==> src/rtl/spi_eeprom_pkg.sv <==
package spi_eeprom_pkg;
  typedef enum logic [1:0] {
    MODE_DUPLEX = 2'd0,
    MODE_TXONLY = 2'd1,
    MODE_MEMRD  = 2'd2,
    MODE_RSVD   = 2'd3
  } xfer_mode_e;

  typedef struct packed {
    logic       wide;
    logic       cpha;
    logic       cpol;
    xfer_mode_e mode;
  } spi_cfg_t;

  localparam int unsigned DATA_W = 16;
endpackage

==> src/rtl/spi_sync_fifo.sv <==
module spi_sync_fifo #(
  parameter int unsigned WIDTH = 16,
  parameter int unsigned DEPTH = 8,
  localparam int unsigned AW = (DEPTH > 1) ? $clog2(DEPTH) : 1,
  localparam int unsigned CW = $clog2(DEPTH + 1)
) (
  input  logic             clk_i,
  input  logic             rst_ni,
  input  logic             clr_i,
  input  logic             push_i,
  input  logic [WIDTH-1:0] wdata_i,
  input  logic             pop_i,
  output logic [WIDTH-1:0] rdata_o,
  output logic             full_o,
  output logic             empty_o
);
  logic [WIDTH-1:0] mem_q [DEPTH];
  logic [AW-1:0]    wr_q, rd_q;
  logic [CW-1:0]    cnt_q;
  logic             do_push, do_pop;

  assign full_o  = (cnt_q == CW'(DEPTH));
  assign empty_o = (cnt_q == '0);
  assign do_push = push_i && !full_o;
  assign do_pop  = pop_i && !empty_o;
  assign rdata_o = mem_q[rd_q];

  function automatic logic [AW-1:0] nxt(logic [AW-1:0] p);
    return (p == AW'(DEPTH - 1)) ? '0 : p + 1'b1;
  endfunction

  always_ff @(posedge clk_i or negedge rst_ni) begin
    if (!rst_ni) begin
      wr_q  <= '0;
      rd_q  <= '0;
      cnt_q <= '0;
    end else if (clr_i) begin
      wr_q  <= '0;
      rd_q  <= '0;
      cnt_q <= '0;
    end else begin
      if (do_push) wr_q <= nxt(wr_q);
      if (do_pop)  rd_q <= nxt(rd_q);
      cnt_q <= cnt_q + CW'(do_push) - CW'(do_pop);
    end
  end

  always_ff @(posedge clk_i) begin
    if (do_push && !clr_i) mem_q[wr_q] <= wdata_i;
  end

  p_cnt_bound_r12: assert property (@(posedge clk_i) disable iff (!rst_ni)
    cnt_q <= CW'(DEPTH));
  p_clr_empty_r8: assert property (@(posedge clk_i) disable iff (!rst_ni)
    clr_i |=> empty_o);
endmodule

==> src/rtl/spi_shift_engine.sv <==
module spi_shift_engine
  import spi_eeprom_pkg::*;
#(
  parameter int unsigned NUM_CS = 4
) (
  input  logic              clk_i,
  input  logic              rst_ni,
  input  logic              en_i,
  input  spi_cfg_t          cfg_i,
  input  logic [14:0]       half_i,
  input  logic [15:0]       rx_frames_i,
  input  logic [NUM_CS-1:0] ss_i,
  input  logic              tx_empty_i,
  input  logic [DATA_W-1:0] tx_data_i,
  output logic              tx_pop_o,
  output logic              rx_push_o,
  output logic [DATA_W-1:0] rx_data_o,
  output logic              busy_o,
  output logic              sclk_o,
  output logic              mosi_o,
  input  logic              miso_i,
  output logic [NUM_CS-1:0] cs_n_o
);
  logic              busy_q, rxph_q, h_q, push_q;
  logic [14:0]       clk_cnt_q;
  logic [3:0]        bit_q;
  logic [15:0]       tsh_q, rsh_q, left_q;
  logic [NUM_CS-1:0] ss_q;
  logic              start, tick, bit_end, frame_end, sample, more_tx;
  logic [15:0]       tx_load;

  assign start     = en_i && !busy_q && (ss_i != '0) && !tx_empty_i;
  assign tick      = busy_q && (clk_cnt_q == half_i - 15'd1);
  assign bit_end   = tick && h_q;
  assign frame_end = bit_end && (bit_q == (cfg_i.wide ? 4'd15 : 4'd7));
  assign sample    = tick && (h_q == cfg_i.cpha);
  assign more_tx   = frame_end && !rxph_q && !tx_empty_i;
  assign tx_load   = cfg_i.wide ? tx_data_i : {tx_data_i[7:0], 8'h00};

  always_ff @(posedge clk_i or negedge rst_ni) begin
    if (!rst_ni) begin
      busy_q <= 1'b0; rxph_q <= 1'b0; h_q <= 1'b0; push_q <= 1'b0;
      clk_cnt_q <= '0; bit_q <= '0; tsh_q <= '1; rsh_q <= '0;
      left_q <= '0; ss_q <= '0;
    end else if (!en_i) begin
      busy_q <= 1'b0; rxph_q <= 1'b0; h_q <= 1'b0; push_q <= 1'b0;
      clk_cnt_q <= '0; bit_q <= '0;
    end else if (start) begin
      busy_q <= 1'b1; rxph_q <= 1'b0; h_q <= 1'b0; push_q <= 1'b0;
      clk_cnt_q <= '0; bit_q <= '0; tsh_q <= tx_load; ss_q <= ss_i;
    end else begin
      push_q <= frame_end && (cfg_i.mode != MODE_TXONLY) &&
                ((cfg_i.mode != MODE_MEMRD) || rxph_q);
      if (busy_q) begin
        clk_cnt_q <= tick ? '0 : clk_cnt_q + 15'd1;
        if (tick)   h_q   <= ~h_q;
        if (sample) rsh_q <= {rsh_q[14:0], miso_i};
        if (bit_end) begin
          tsh_q <= {tsh_q[14:0], 1'b1};
          bit_q <= bit_q + 4'd1;
        end
        if (frame_end) begin
          bit_q <= '0;
          if (more_tx) begin
            tsh_q <= tx_load;
          end else if (cfg_i.mode == MODE_MEMRD && !rxph_q) begin
            rxph_q <= 1'b1;
            left_q <= rx_frames_i;
            tsh_q  <= '1;
          end else if (rxph_q && left_q != '0) begin
            left_q <= left_q - 16'd1;
            tsh_q  <= '1;
          end else begin
            busy_q <= 1'b0;
          end
        end
      end
    end
  end

  assign tx_pop_o  = start || more_tx;
  assign rx_push_o = push_q;
  assign rx_data_o = cfg_i.wide ? rsh_q : {8'h00, rsh_q[7:0]};
  assign busy_o    = busy_q;
  assign sclk_o    = cfg_i.cpol ^ (busy_q & (h_q ^ cfg_i.cpha));
  assign mosi_o    = busy_q ? tsh_q[15] : 1'b1;
  assign cs_n_o    = ~(ss_q & {NUM_CS{busy_q}});

  p_cs_hold_r6: assert property (@(posedge clk_i) disable iff (!rst_ni)
    busy_q && $past(busy_q) |-> $stable(cs_n_o));
  p_start_ss_r6: assert property (@(posedge clk_i) disable iff (!rst_ni)
    $rose(busy_q) |-> $past(ss_i != '0));
  p_txonly_drop_r4: assert property (@(posedge clk_i) disable iff (!rst_ni)
    rx_push_o |-> cfg_i.mode != MODE_TXONLY);
  p_memrd_high_r5: assert property (@(posedge clk_i) disable iff (!rst_ni)
    busy_q && rxph_q |-> mosi_o);
endmodule

==> src/rtl/spi_eeprom_master.sv <==
module spi_eeprom_master
  import spi_eeprom_pkg::*;
#(
  parameter int unsigned DEPTH  = 8,
  parameter int unsigned NUM_CS = 4,
  localparam int unsigned TW = (DEPTH > 1) ? $clog2(DEPTH) : 1
) (
  input  logic              clk_i,
  input  logic              rst_ni,
  input  logic              req_i,
  input  logic              we_i,
  input  logic [3:0]        addr_i,
  input  logic [15:0]       wdata_i,
  output logic [15:0]       rdata_o,
  output logic              sclk_o,
  output logic              mosi_o,
  input  logic              miso_i,
  output logic [NUM_CS-1:0] cs_n_o
);
  localparam logic [3:0] A_CTRL = 4'd0, A_RXCNT = 4'd1, A_EN = 4'd2, A_SS = 4'd3,
                         A_DIV = 4'd4, A_THR = 4'd5, A_MASK = 4'd6, A_STAT = 4'd7,
                         A_DATA = 4'd8;

  spi_cfg_t          cfg_q;
  logic [15:0]       rxcnt_q, div_q, rdata_q;
  logic              en_q, ovf_q;
  logic [NUM_CS-1:0] ss_q;
  logic [TW-1:0]     thr_q;
  logic [7:0]        mask_q;
  logic              wr, rd, tx_push, tx_full, tx_empty, tx_pop;
  logic              rx_push, rx_pop, rx_empty, rx_full, busy;
  logic [15:0]       tx_head, rx_head, rx_word;
  logic [14:0]       half;

  assign wr      = req_i && we_i;
  assign rd      = req_i && !we_i;
  assign tx_push = wr && (addr_i == A_DATA) && en_q;
  assign rx_pop  = rd && (addr_i == A_DATA);
  assign half    = (div_q[15:1] == '0) ? 15'd1 : div_q[15:1];

  always_ff @(posedge clk_i or negedge rst_ni) begin
    if (!rst_ni) begin
      cfg_q <= '0; rxcnt_q <= '0; div_q <= 16'd2; en_q <= 1'b0;
      ss_q <= '0; thr_q <= '0; mask_q <= '0; ovf_q <= 1'b0;
    end else begin
      if (wr) begin
        unique case (addr_i)
          A_CTRL:  if (!en_q) cfg_q <= spi_cfg_t'(wdata_i[4:0]);
          A_RXCNT: if (!en_q) rxcnt_q <= wdata_i;
          A_EN:    en_q <= wdata_i[0];
          A_SS:    ss_q <= wdata_i[NUM_CS-1:0];
          A_DIV:   if (!en_q) div_q <= {wdata_i[15:1], 1'b0};
          A_THR:   thr_q <= (wdata_i >= 16'(DEPTH)) ? TW'(DEPTH - 1) : wdata_i[TW-1:0];
          A_MASK:  mask_q <= wdata_i[7:0];
          default: ;
        endcase
      end
      if (!en_q)                  ovf_q <= 1'b0;
      else if (tx_push && tx_full) ovf_q <= 1'b1;
    end
  end

  always_ff @(posedge clk_i or negedge rst_ni) begin
    if (!rst_ni) rdata_q <= '0;
    else if (rd) begin
      unique case (addr_i)
        A_CTRL:  rdata_q <= 16'(cfg_q);
        A_RXCNT: rdata_q <= rxcnt_q;
        A_EN:    rdata_q <= 16'(en_q);
        A_SS:    rdata_q <= 16'(ss_q);
        A_DIV:   rdata_q <= div_q;
        A_THR:   rdata_q <= 16'(thr_q);
        A_MASK:  rdata_q <= 16'(mask_q);
        A_STAT:  rdata_q <= {12'h000, ovf_q, !rx_empty, tx_empty, busy};
        A_DATA:  rdata_q <= rx_empty ? 16'h0000 : rx_head;
        default: rdata_q <= '0;
      endcase
    end
  end
  assign rdata_o = rdata_q;

  spi_sync_fifo #(.WIDTH(DATA_W), .DEPTH(DEPTH)) u_tx_fifo (
    .clk_i, .rst_ni, .clr_i(!en_q), .push_i(tx_push), .wdata_i(wdata_i),
    .pop_i(tx_pop), .rdata_o(tx_head), .full_o(tx_full), .empty_o(tx_empty));

  spi_sync_fifo #(.WIDTH(DATA_W), .DEPTH(DEPTH)) u_rx_fifo (
    .clk_i, .rst_ni, .clr_i(!en_q), .push_i(rx_push), .wdata_i(rx_word),
    .pop_i(rx_pop), .rdata_o(rx_head), .full_o(rx_full), .empty_o(rx_empty));

  spi_shift_engine #(.NUM_CS(NUM_CS)) u_engine (
    .clk_i, .rst_ni, .en_i(en_q), .cfg_i(cfg_q), .half_i(half),
    .rx_frames_i(rxcnt_q), .ss_i(ss_q), .tx_empty_i(tx_empty),
    .tx_data_i(tx_head), .tx_pop_o(tx_pop), .rx_push_o(rx_push),
    .rx_data_o(rx_word), .busy_o(busy), .sclk_o, .mosi_o, .miso_i, .cs_n_o);

  p_cfg_locked_r8: assert property (@(posedge clk_i) disable iff (!rst_ni)
    en_q && $past(en_q) |-> $stable(cfg_q) && $stable(div_q));
  p_thr_range_r9: assert property (@(posedge clk_i) disable iff (!rst_ni)
    32'(thr_q) < DEPTH);
  p_idle_level_r10: assert property (@(posedge clk_i) disable iff (!rst_ni)
    (&cs_n_o) |-> sclk_o == cfg_q.cpol);
  p_no_overflow_r12: assert property (@(posedge clk_i) disable iff (!rst_ni)
    tx_push && tx_full |=> ovf_q);
endmodule

==> config.mk <==
export PLATFORM = sky130hd
export DESIGN_NAME = spi_eeprom_master
export DESIGN_NICKNAME = d
export VERILOG_FILES = /design/src/rtl/spi_eeprom_pkg.sv /design/src/rtl/spi_sync_fifo.sv /design/src/rtl/spi_shift_engine.sv /design/src/rtl/spi_eeprom_master.sv
export SDC_FILE = /design/constraint.sdc
export NUM_CORES = 1
export LEC_CHECK = 0
export CAP_MARGIN = 20
export CORE_MARGIN = 8
export CORE_UTILIZATION = 45
export CTS_BUF_LIST = sky130_fd_sc_hd__clkbuf_2 sky130_fd_sc_hd__clkbuf_4 sky130_fd_sc_hd__clkbuf_8
export DETAILED_ROUTE_END_ITERATION = 8
export PLACE_DENSITY = 0.73
export SLEW_MARGIN = 20
export SYNTH_ARGS = -nofsm -noshare
export SYNTH_HDL_FRONTEND = slang
export SYNTH_SLANG_ARGS = --single-unit
==> constraint.sdc <==
create_clock -name clk_i -period 5.1 [get_ports clk_i]
set_input_delay 0.51 -clock clk_i [delete_from_list [all_inputs] [get_ports clk_i]]
set_output_delay 0.51 -clock clk_i [all_outputs]
set_load 0.02 [all_outputs]
== After elaboration in Yosys (flattened, before gate mapping) ==
Memory sizes are Yosys's and may differ from the RTL's.
Index checks and enable logic that the tools add are counted.
Storage, ports and cells
  bits in registers: 164
  logic and storage cells: 204
  memories kept: 2
  ROM bits: 0
  memory bits (writable): 256
  bits of input ports: 25
  output and inout bits: 22
  bits in latches: 0
Operators by class
  multiply operators: 0
  magnitude comparators: 1
  add/subtract/negate cells: 12
  bitwise logic cells: 9
  multiplexer cells: 65
  shift-type cells: 0
  equal/unequal tests: 31
  div/mod/pow operators: 0
  reductions and logical operators: 56
Memory list
  u_rx_fifo.mem_q: depth 8, width 16, read ports 1, clocked after memory_dff 0, wr ports 1, RTL line spi_sync_fifo.sv:17  | logic [WIDTH-1:0] mem_q [DEPTH];
  u_tx_fifo.mem_q: depth 8, width 16, read ports 1, clocked after memory_dff 0, wr ports 1, RTL line spi_sync_fifo.sv:17
Operators with widths (count)
  $mux W16: 12
  $pmux W16 S9: 1
  $mux W15: 5
  $mux W3: 13
  $mux W4: 8
  $mux W1: 26
  $logic_and A1 B1 Y1: 25
  $eq A4 B3 Y1 const B: 4
  $ge A16 B4 Y1 const B: 1
  $reduce_and A2 Y1: 8
  $reduce_bool A16 Y1: 1
  $sub A16 B1 Y16 const B: 1
  $add A15 B1 Y15 const B: 1
  $eq A15 B15 Y1: 1
  $logic_not A15 Y1: 1
  $sub A15 B1 Y15 const B: 1
  $add A3 B1 Y3 const B: 4
  $eq A3 B3 Y1 const B: 4
  $eq A4 B4 Y1 const B: 3
  $logic_not A4 Y1: 3
  $ne A2 B1 Y1 const B: 6
  $ne A3 B1 Y1 const B: 4
  $reduce_and A3 Y1: 3
  $add A4 B1 Y4: 2
  21 further kinds: 36

== Longest topological paths before layout ==
Gate-level depths: netlist of run 1.
  depth after elaboration: 14
  depth in mapped cells: 20
  mapped depth without buffers: 18

== By module ==
Synthesis of run 1 repeated with hierarchy kept, for this count alone.
Second synthesis, totals
  cell total of the unflattened synthesis: 1310
  area, all modules: 19296.0 sq um
By module, submodules not included
  spi_sync_fifo (u_tx_fifo): instances 1, area each 5636.7 sq um, cells an instance 264, seq. area each 4093.9 sq um
  spi_sync_fifo (u_rx_fifo): instances 1, area each 5607.9 sq um, cells an instance 266, seq. area each 4093.9 sq um
  spi_shift_engine: instances 1, area each 4667.0 sq um, cells an instance 499, seq. area each 1896.8 sq um
  spi_eeprom_master: instances 1, area each 3384.5 sq um, cells an instance 281, seq. area each 1727.9 sq um

== Least setup slack after synthesis of run 1 ==
OpenSTA, ideal clock, no wires.
  path type: register -> register
  start: reg div_q[12]
  end: reg u_tx_fifo.cnt_q[2]
  path buffers: 2
  slack: 761 ps
  arrival time: 4220 ps
  library setup time: 119 ps
  required time: 4981 ps
  period minus slack after synthesis: 4339 ps
  stages on the path, launching flop included: 19
  path through: dfrtp_1 clkbuf_1 nor4_1 a41oi_1 ha_1 nor3b_1 a221o_1 o311ai_0 o2111ai_1 and4bb_2 buf_4 a21oi_1 inv_1 ha_1 inv_1 ha_1 fa_1 xor2_1 and2_1
Between the ends
  longest elaborated chain between the ends: 13
Ends and longest elaborated chain
  from (decl): RTL line spi_eeprom_master.sv:25  | logic [15:0] rxcnt_q, div_q, rdata_q;
  from (signal assigned): RTL line spi_eeprom_master.sv:52  | A_DIV: if (!en_q) div_q <= {wdata_i[15:1], 1'b0};
  $logic_not A15 Y1: RTL line spi_eeprom_master.sv:39  | assign half = (div_q[15:1] == '0) ? 15'd1 : div_q[15:1];
  $mux W15 *: RTL line spi_eeprom_master.sv:39
  $sub A15 B1 Y15 *: RTL line spi_shift_engine.sv:33  | assign tick = busy_q && (clk_cnt_q == half_i - 15'd1);
  $eq A15 B15 Y1 *: RTL line spi_shift_engine.sv:33
  $logic_and A1 B1 Y1 *: RTL line spi_shift_engine.sv:33
  $logic_and A1 B1 Y1 *: RTL line spi_shift_engine.sv:34  | assign bit_end = tick && h_q;
  $logic_and A1 B1 Y1 *: RTL line spi_shift_engine.sv:35  | assign frame_end = bit_end && (bit_q == (cfg_i.wide ? 4'd15 : 4'd7));
  $logic_and A1 B1 Y1 * (2 in series): RTL line spi_shift_engine.sv:37  | assign more_tx = frame_end && !rxph_q && !tx_empty_i;
  $logic_or A1 B1 Y1 *: RTL line spi_shift_engine.sv:81  | assign tx_pop_o = start || more_tx;
  $logic_and A1 B1 Y1 *: RTL line spi_sync_fifo.sv:25  | assign do_pop = pop_i && !empty_o;
  $sub A4 B1 Y4 *: RTL line spi_sync_fifo.sv:44  | cnt_q <= cnt_q + CW'(do_push) - CW'(do_pop);
  $mux W4 *: RTL line spi_sync_fifo.sv:37  | end else if (clr_i) begin
  to (signal assigned): RTL line spi_sync_fifo.sv:44
  to (decl): RTL line spi_sync_fifo.sv:19  | logic [CW-1:0] cnt_q;
Every way passes the cells marked *; elsewhere a longest branch is shown, timed or not.
A chain may end at the register's enable or synchronous reset.

== Final worst setup path of run 1 ==
  start: reg div_q[8]
  end: reg u_tx_fifo.cnt_q[2]
Same word-level chain as after synthesis.

==> results.md, run 1 <==
- Outcome: completed
- Layout cells sized above 1: 23.99%
- Horiz. Die Dim: ~220 um
- Clock transition time at the flip-flop clock pins of the worst setup and hold paths: approximately 60 ps
- Number of buffers between clock root and the deepest sink: 3
- Count of buffer and inverter cells on the critical path: 2
- Distinct cells, synth: around 70
- Relative area change from synthesis to final layout: 14.36%
- Critical path cell sequence: nor3_1, a41oi_1, ha_1, and3_1, o2bb2ai_1, mux2i_1, and4b_1, o2111ai_1, and4bb_2, a21oi_1, inv_1, ha_1, inv_1, ha_1, fa_1, xor2_1, and2_1
- Detailed-route wire length per cell: ~22 um
- Maximum number of pins on one net before global-route repair: 90
- Area post-placement: a little under 20000 um2
- Post-layout nets: roughly 1500
- Ys Warns: 0
- Power per standard cell area: 352.4 nW/um2
- Hold Slack: 479.3 ps
- Slew at the pin with the worst max-slew slack: 1127 ps
- Sequential share of the synthesized area: approximately 63%
- Worst min path class: flip-flop to flip-flop
- Number of instances in the placed design: ~1900
- Vias after detailed routing: 11504
- DRC violation total after the first TritonRoute iteration: 1001
- Die Ht: ~220 um
- Critical Path Most Common Cell: sky130_fd_sc_hd__ha_1
- Register cell area after layout: approximately 12000 um2
- Global Route Usage Sum: 18.10%
- Core footprint: a little over 40000 um2
- Largest voltage drop on the vdd net: around 0.28 mV
- Capture endpoint of the worst hold path: u_engine.tsh_q[3]
- Setup total negative slack: 0 ps
- Endpoint class of the critical path: flip-flop
- Flops & latches, synth: 420
- Clock period minus final worst setup slack: 4747 ps
- Mean Syn Cell Area: roughly 14 um2
- Initial Util: between 40% and 50%
- Startpoint-to-endpoint class of the critical path: flip-flop to flip-flop
- Half-perimeter wire length after detailed placement: 28550 um
- Maximum clock frequency: approximately 0.21 GHz
- # DRC: 0
- HP Start: u_engine.tsh_q[2]
- Post-Synthesis Cells: approximately 1300
- Top delay family on crit path: simple AND/OR/NAND/NOR gates
- Setup repair after global routing missed its margin: false
- Share of Yosys cell area claimed by the top area cell type: around two fifths
- Total area of multi-input combinational cells: 6482 um2
- Diode insertion count for antenna repair: 0
- Remaining number of nets flagged by the antenna check after routing: 0
- Final core occ: around 52%
- Remaining global-route overflow: 0
- Setup bufs post-CTS: 0
- Final RePlAce weighted congestion: between 0.8 and 0.9
- Data required time of the critical path: 5600 ps
- Worst clock skew on the final layout: 34.92 ps
- Number of flops mapped to enable cells by yosys: approximately 260
- Final slew viol count: 0
- Slew HR: 24.87%
- Port Buf Inserts: 46
- Fraction of registers with async set or reset after synthesis: 39.05%
- Depth of the worst register-to-register path: 17
- Dominant cell type by area after synthesis: sky130_fd_sc_hd__edfxtp_1
- Worst Hold Depth: 2
- Root buf cell: sky130_fd_sc_hd__clkbuf_8
- Detailed-routing iteration count for the pre-antenna-repair pass: 6
- Post-route cell area: around 21000 um2
- Wirelength, routed: approximately 43000 um
- H-tree levels: 3
- Hold Violations, Final: 0
- Final period util: around 93%
- Post-layout instance count excluding filler cells: around 2000
- Number of fill cells: 3378
- Cell area after synthesis: ~19000 um2
- Net Count, Synth: ~1400
- Reg-to-reg startpoint: div_q[8]
- Number of antenna violations at the first check in global routing: 0
- Setup violators final: 0
- Dominant register cell in the synthesized netlist: sky130_fd_sc_hd__edfxtp_1
- # clock sinks: 420
- Maximum fanout along the worst path: 10
- Via-to-Cell Ratio: roughly 5.8
- I/O pin cnt: 47
- Worst setup slack for register-to-register paths: approximately 350 ps
- Max-capacitance violation count: 0
- Number of placement rows: between 70 and 80
- Slowest stage cell on the critical path: sky130_fd_sc_hd__dfrtp_1
- Cell types with the largest area share after synthesis: sky130_fd_sc_hd__edfxtp_1 41%, sky130_fd_sc_hd__dfrtp_1 20%, sky130_fd_sc_hd__mux4_2 7.7%
- Arrival @ worst endpoint: between 5000 and 6000 ps
- Static power due to leakage: about 7.6 nW
- TritonCTS clock tree: yes
- Clock latency on the worst-skew pair: a little over 600 ps
- Cts bufs inserted: 70
- Delay of the slowest cell on the worst path: roughly 500 ps
- Vias in the first global route: 12034
- First-pass GRT wire length: 67360 um
- Die Area: slightly below 50000 um2
- End of the worst register-to-register path: u_tx_fifo.cnt_q[2]
- Type of element launching the critical path: flip-flop
placed cells by master, fill, tap and decap left out, types with 5 or more instances in the layout:
cell                              count
sky130_fd_sc_hd__nor3_2               5
sky130_fd_sc_hd__clkinv_1            10
sky130_fd_sc_hd__or2_2                6
sky130_fd_sc_hd__inv_1               40
sky130_fd_sc_hd__mux4_2              64
sky130_fd_sc_hd__dfrtp_1            143
sky130_fd_sc_hd__nand3b_1             7
sky130_fd_sc_hd__nand3_1             24
sky130_fd_sc_hd__a221oi_1            20
sky130_fd_sc_hd__nor4_1              13
sky130_fd_sc_hd__nor2b_1             10
sky130_fd_sc_hd__nand2b_1            19
sky130_fd_sc_hd__clkbuf_8            81
sky130_fd_sc_hd__a222oi_1            12
sky130_fd_sc_hd__nor3_1              36
sky130_fd_sc_hd__mux2i_1             29
sky130_fd_sc_hd__dfstp_2             17
sky130_fd_sc_hd__clkbuf_4            22
sky130_fd_sc_hd__and3_1               9
sky130_fd_sc_hd__xor2_1              22
sky130_fd_sc_hd__clkdlybuf4s50_1     45
sky130_fd_sc_hd__xnor2_1             11
sky130_fd_sc_hd__o21ai_0             52
sky130_fd_sc_hd__clkinv_2             8
sky130_fd_sc_hd__and2_1              21
sky130_fd_sc_hd__mux2_2              82
sky130_fd_sc_hd__nand4_1              6
sky130_fd_sc_hd__a22o_1               8
sky130_fd_sc_hd__edfxtp_1           256
sky130_fd_sc_hd__nor3b_1              6
sky130_fd_sc_hd__a21boi_0             5
sky130_fd_sc_hd__a21oi_1             48
sky130_fd_sc_hd__or3_1                9
sky130_fd_sc_hd__ha_1                24
sky130_fd_sc_hd__buf_4               37
sky130_fd_sc_hd__o22ai_1              9
sky130_fd_sc_hd__nand2_1            103
sky130_fd_sc_hd__or4_1                6
sky130_fd_sc_hd__nor2_1              59
stage by stage:
stage / setup slack [ps] / power [mW]
finish: 353.3 / 7.532
global route: 33.28 / 7.806
CTS: 209.6 / 7.593
detailed placement: 236.2 / 4.450
global placement: 445.2 / 4.440
floorplan: 760.8 / 4.211
area by class of cell:
cell class / count / share of cell area, %
flip-flops and latches: 420 / 55.29
well taps: 532 / 3.114
clock buffers: 103 / 5.989
inverters: 40 / 0.7025
multi-input cells: 785 / 30.33
repair buffers: 84 / 3.507
clock inverters: 27 / 1.065
power breakdown:
part	switching, mW	leakage (nW)	internal, mW	total [mW]
Clock	1.36	0.802	1.78	3.14
Combinational	0.363	2.48	0.230	0.592
Sequential	0.109	4.30	3.69	3.80
Total	1.83	7.58	5.70	7.53
how the worst max path moves through the flow:
stage	to	cells after the start	startpoint	slack (ps)
after floorplan	u_tx_fifo.cnt_q[2]	18	div_q[12]	760
after global placement	u_tx_fifo.cnt_q[2]	16	div_q[8]	450
after detailed placement	u_tx_fifo.cnt_q[2]	16	div_q[8]	240
after CTS	u_tx_fifo.cnt_q[2]	16	div_q[8]	210
after global routing	u_tx_fifo.cnt_q[2]	16	div_q[8]	30
final	u_tx_fifo.cnt_q[2]	17	div_q[8]	350
cell usage after synthesis (6+ instances only):
cell	n
sky130_fd_sc_hd__a222oi_1	12
sky130_fd_sc_hd__xnor2_1	11
sky130_fd_sc_hd__or2_2	6
sky130_fd_sc_hd__nor3b_1	9
sky130_fd_sc_hd__a22o_1	8
sky130_fd_sc_hd__nor4_1	13
sky130_fd_sc_hd__or4_1	6
sky130_fd_sc_hd__mux4_2	64
sky130_fd_sc_hd__mux2_2	82
sky130_fd_sc_hd__o21ai_0	52
sky130_fd_sc_hd__edfxtp_1	256
sky130_fd_sc_hd__nor2_1	59
sky130_fd_sc_hd__a21oi_1	48
sky130_fd_sc_hd__nand2b_1	20
sky130_fd_sc_hd__nand4_1	6
sky130_fd_sc_hd__nand3_1	24
sky130_fd_sc_hd__nor3_1	41
sky130_fd_sc_hd__buf_2	6
sky130_fd_sc_hd__buf_1	11
sky130_fd_sc_hd__ha_1	24
sky130_fd_sc_hd__dfstp_2	17
sky130_fd_sc_hd__dfrtp_1	147
sky130_fd_sc_hd__inv_1	40
sky130_fd_sc_hd__clkbuf_1	52
sky130_fd_sc_hd__a221oi_1	20
sky130_fd_sc_hd__nor2b_1	10
sky130_fd_sc_hd__mux2i_1	29
sky130_fd_sc_hd__or3_1	9
sky130_fd_sc_hd__and3_1	9
sky130_fd_sc_hd__and2_1	21
sky130_fd_sc_hd__o22ai_1	9
sky130_fd_sc_hd__nand2_1	103
sky130_fd_sc_hd__nand3b_1	7
sky130_fd_sc_hd__xor2_1	22
tightest hold or removal path, cell delays in order, from the launching register on:
cell and delay, ps:
sky130_fd_sc_hd__dfstp_2 360, sky130_fd_sc_hd__inv_1 40, sky130_fd_sc_hd__a221oi_1 70
layer usage:
metal | part of all wire (%) | track usage (%) | wire length [um]
met3 | 5.6 | 3.181 | 2435
met1 | 41 | 22.36 | 17680
met2 | 50 | 30.82 | 21710
met4 | 3.7 | 8.263 | 1605
met5 | 0 | 0 | 0
state kept, by name, indices dropped and copies added, names as in the netlist, 3 cells and up:
name and count:
u_rx_fifo.mem_q 128, u_engine.tsh_q 16, u_engine.ss_q 4, u_rx_fifo.cnt_q 4
u_rx_fifo.wr_q 3, u_engine.left_q 16, u_engine.clk_cnt_q 15, u_rx_fifo.rd_q 3
rxcnt_q 16, u_tx_fifo.rd_q 3, rdata_o 16, div_q 15
u_tx_fifo.cnt_q 4, u_engine.rsh_q 16, u_tx_fifo.wr_q 3, ss_q 4
u_engine.bit_q 4, cfg_q 5, mask_q 8, u_tx_fifo.mem_q 128
thr_q 3
what timing repair did:
item | 4_1_cts | 5_1_grt
hold buffers | 1 | 0
endpoints found under the hold margin | 7 | 0
endpoints found under the setup margin | 0 | 3
gates resized for setup | 0 | 1
kinds of logic (layout without fill, tap and decap cells):
family                   after synthesis  in the layout  share of synthesized area (%)
AND/OR/NAND/NOR                      357            357                          9.848
multiplexers                         177            177                          14.33
buffers and inverters                112            254                          2.370
XOR/XNOR                              33             33                          1.546
AO/OA/AOI/OAI                        192            192                          6.882
adder cells (fa/ha/maj)               26             26                          1.821
flip-flops                           420            420                          63.21
Note: power is estimated with default switching activity, not from simulation.
==> run 2: changes to the inputs <==
Settings changed: RECOVER_POWER from default to 25.
Clock period 5.1 ns to 6.15 ns, I/O delays scaled along.
==> run 2 against run 1 <==
  * Register-to-register slack better by 940 ps
  * Power is 19% lower
  * Cell count is 0.45% lower
  * Critical path depth is 1 lower
  * Sequential share of layout area is 0.41 points higher
  * Critical path type unchanged
  * Largest power group unchanged
==> results.md, run 2 (same netlist as run 1, synthesis figures left out) <==
- Outcome: completed
- Maximum fanout along the worst path: 10
- Detailed-routing iteration count for the pre-antenna-repair pass: 7
- DRC violation total after the first TritonRoute iteration: 1107
- Vias after detailed routing: 11527
- Relative area change from synthesis to final layout: 13.51%
- Type of element launching the critical path: flip-flop
- Maximum number of pins on one net before global-route repair: roughly 110
- Final period util: between 70% and 80%
- Maximum clock frequency: approximately 0.21 GHz
- Total of cells resized after clock tree synthesis: 0
- Worst min path class: input port to async pin
- Most used cells in the layout excluding fill and tap cells: 256 x sky130_fd_sc_hd__edfxtp_1, 143 x sky130_fd_sc_hd__dfrtp_1, 103 x sky130_fd_sc_hd__nand2_1
- Total routed wire length on the met1 layer: around 18000 um
- Detailed-route wire length per cell: about 22 um
- Port Buf Inserts: between 40 and 50
- Slowest stage cell on the critical path: sky130_fd_sc_hd__dfrtp_1
- Critical Path Most Common Cell: sky130_fd_sc_hd__ha_1
- Final slew viol count: 0
- TritonCTS clock tree: yes
- Data required time of the critical path: about 6700 ps
- Number of instances in the placed design: ~1900
- Registers with the most flip-flops: u_rx_fifo.mem_q (128), u_tx_fifo.mem_q (128)
- Power per standard cell area: roughly 290 nW/um2
- Horiz. Die Dim: between 200 and 250 um
- Setup violators final: 0
- Post-layout instance count excluding filler cells: 1982
- Remaining global-route overflow: 0
- Arrival @ worst endpoint: between 5000 and 6000 ps
- I/O pin cnt: 47
- Setup total negative slack: 0 ps
- Endpoint class of the critical path: flip-flop
- Global Route Usage Sum: ~18%
- Number of placement rows: 74
- Vias in the first global route: 11878
- Remaining number of nets flagged by the antenna check after routing: 0
- Root buf cell: sky130_fd_sc_hd__clkbuf_8
- Layout cells sized above 1: a little under a quarter
- Die Ht: 219.8 um
- Setup repair after global routing missed its margin: false
- Number of fill cells: 3433
- Clock period minus final worst setup slack: 4855 ps
- Core footprint: slightly above 40000 um2
- Cts bufs inserted: 69
- Number of antenna violations at the first check in global routing: 0
- Worst clock skew on the final layout: around 43 ps
- Static power due to leakage: between 7 and 8 nW
- First-pass GRT wire length: a little under 70000 um
- Half-perimeter wire length after detailed placement: ~28000 um
- Max-capacitance violation count: 0
- Number of buffers between clock root and the deepest sink: 3
- Slew HR: roughly 30%
- Clock transition time at the flip-flop clock pins of the worst setup and hold paths: ~60 ps
- Die Area: just under 50000 um2
- Delay of the slowest cell on the worst path: ~550 ps
- Final RePlAce weighted congestion: between 0.8 and 0.9
- H-tree levels: 3
- Slew at the pin with the worst max-slew slack: 1053 ps
- Clock latency on the worst-skew pair: between 600 and 700 ps
- Count of hold buffers inserted by post-cts repair: 0
- Wirelength, routed: ~44000 um
- # clock sinks: between 400 and 500
- Most common cell after layout, fill and taps aside: sky130_fd_sc_hd__edfxtp_1
- # DRC: 0
- Critical path cell sequence: nor4_1, a41oi_1, ha_1, nor3b_1, a221o_1, o311ai_0, o2111ai_1, and4bb_2, a21oi_1, inv_1, ha_1, inv_1, ha_1, fa_1, xor2_1, and2_1
- Met3 wirelength from detailed routing: ~2200 um
- Setup bufs post-CTS: 0
- Initial Util: 45.67%
- Largest voltage drop on the vdd net: between 0.2 and 0.3 mV
- Startpoint-to-endpoint class of the critical path: flip-flop to flip-flop
- Via-to-Cell Ratio: roughly 5.8
- Hold Violations, Final: 0
- Highest routed layer: met4
- Metal2 WL: around 22000 um
- Post-layout nets: 1445
## run 2: cell types whose count changed in the layout (fill, tap and decap cells not counted), moves of 2 or more
cell | before | now
sky130_fd_sc_hd__inv_8 | 0 | 2
sky130_fd_sc_hd__clkinv_2 | 8 | 6
sky130_fd_sc_hd__clkbuf_8 | 81 | 76
sky130_fd_sc_hd__buf_4 | 37 | 29
sky130_fd_sc_hd__clkbuf_1 | 0 | 3
sky130_fd_sc_hd__dlygate4sd3_1 | 1 | 7
sky130_fd_sc_hd__bufinv_16 | 3 | 1
sky130_fd_sc_hd__clkdlybuf4s50_1 | 45 | 38
sky130_fd_sc_hd__clkinv_1 | 10 | 14
## run 2: metrics by stage
step	cell area, um2	hold slack, ps	util [%]	setup slack (ps)	power (mW)
4_1_cts	21200	186.4	51.79	1218	6.137
2_1_floorplan	18690	319.4	-	1811	3.492
5_1_grt	21210	180.4	51.83	907.4	6.323
3_5_place_dp	19800	472.1	48.37	1258	3.685
6_report	21210	134.1	51.84	1295	6.100
3_3_place_gp	19800	462.0	48.37	1383	3.675
## run 2: final cells by class
cell class | instances | area, um2 | share of cell area, %
Sequential cell | 420 | 11820 | 55.71
Multi-Input combinational cell | 785 | 6486 | 30.58
Clock buffer | 98 | 1205 | 5.680
Timing Repair Buffer | 78 | 693.2 | 3.267
Tap cell | 532 | 665.6 | 3.138
Clock inverter | 28 | 193.9 | 0.9142
Inverter | 40 | 150.1 | 0.7078
Antenna cell | 1 | 2.502 | 0.01180
## run 2: worst paths after layout
path                                         from                  to  slack (ps)  cells after the start
min in group clk_i              u_engine.tsh_q[4]   u_engine.tsh_q[5]         480                      2
max in group asynchronous                  rst_ni   u_tx_fifo.rd_q[0]        4610                      2
worst min register to register  u_engine.tsh_q[4]   u_engine.tsh_q[5]         480                      2
worst max-delay path                     div_q[5]  u_tx_fifo.cnt_q[2]        1290                     16
worst max register to register           div_q[5]  u_tx_fifo.cnt_q[2]        1290                     16
worst min-delay path                       rst_ni         rdata_o[12]         130                      1
## run 2: metal layers
metal | vias to the layer above | track usage, %
met5 | - | 0
met2 | 372 | 30.59
met1 | 5873 | 22.88
li1 | 5185 | -
met4 | 0 | 6.783
met3 | 97 | 3.414
## run 2: worst max-delay path, delay by kind of cell (launching register included)
family	cells	cell delay, ps
compound gates	5	1620
buf+inv	2	130
simple gates	4	1110
xor+xnor	1	160
flops	1	550
fa+ha+maj	4	1200
## run 2: report_power, final
part           switching [mW]  internal, mW
Combinational           0.291         0.184
Clock                    1.14          1.33
Sequential             0.0965          3.06
Total                    1.53          4.57
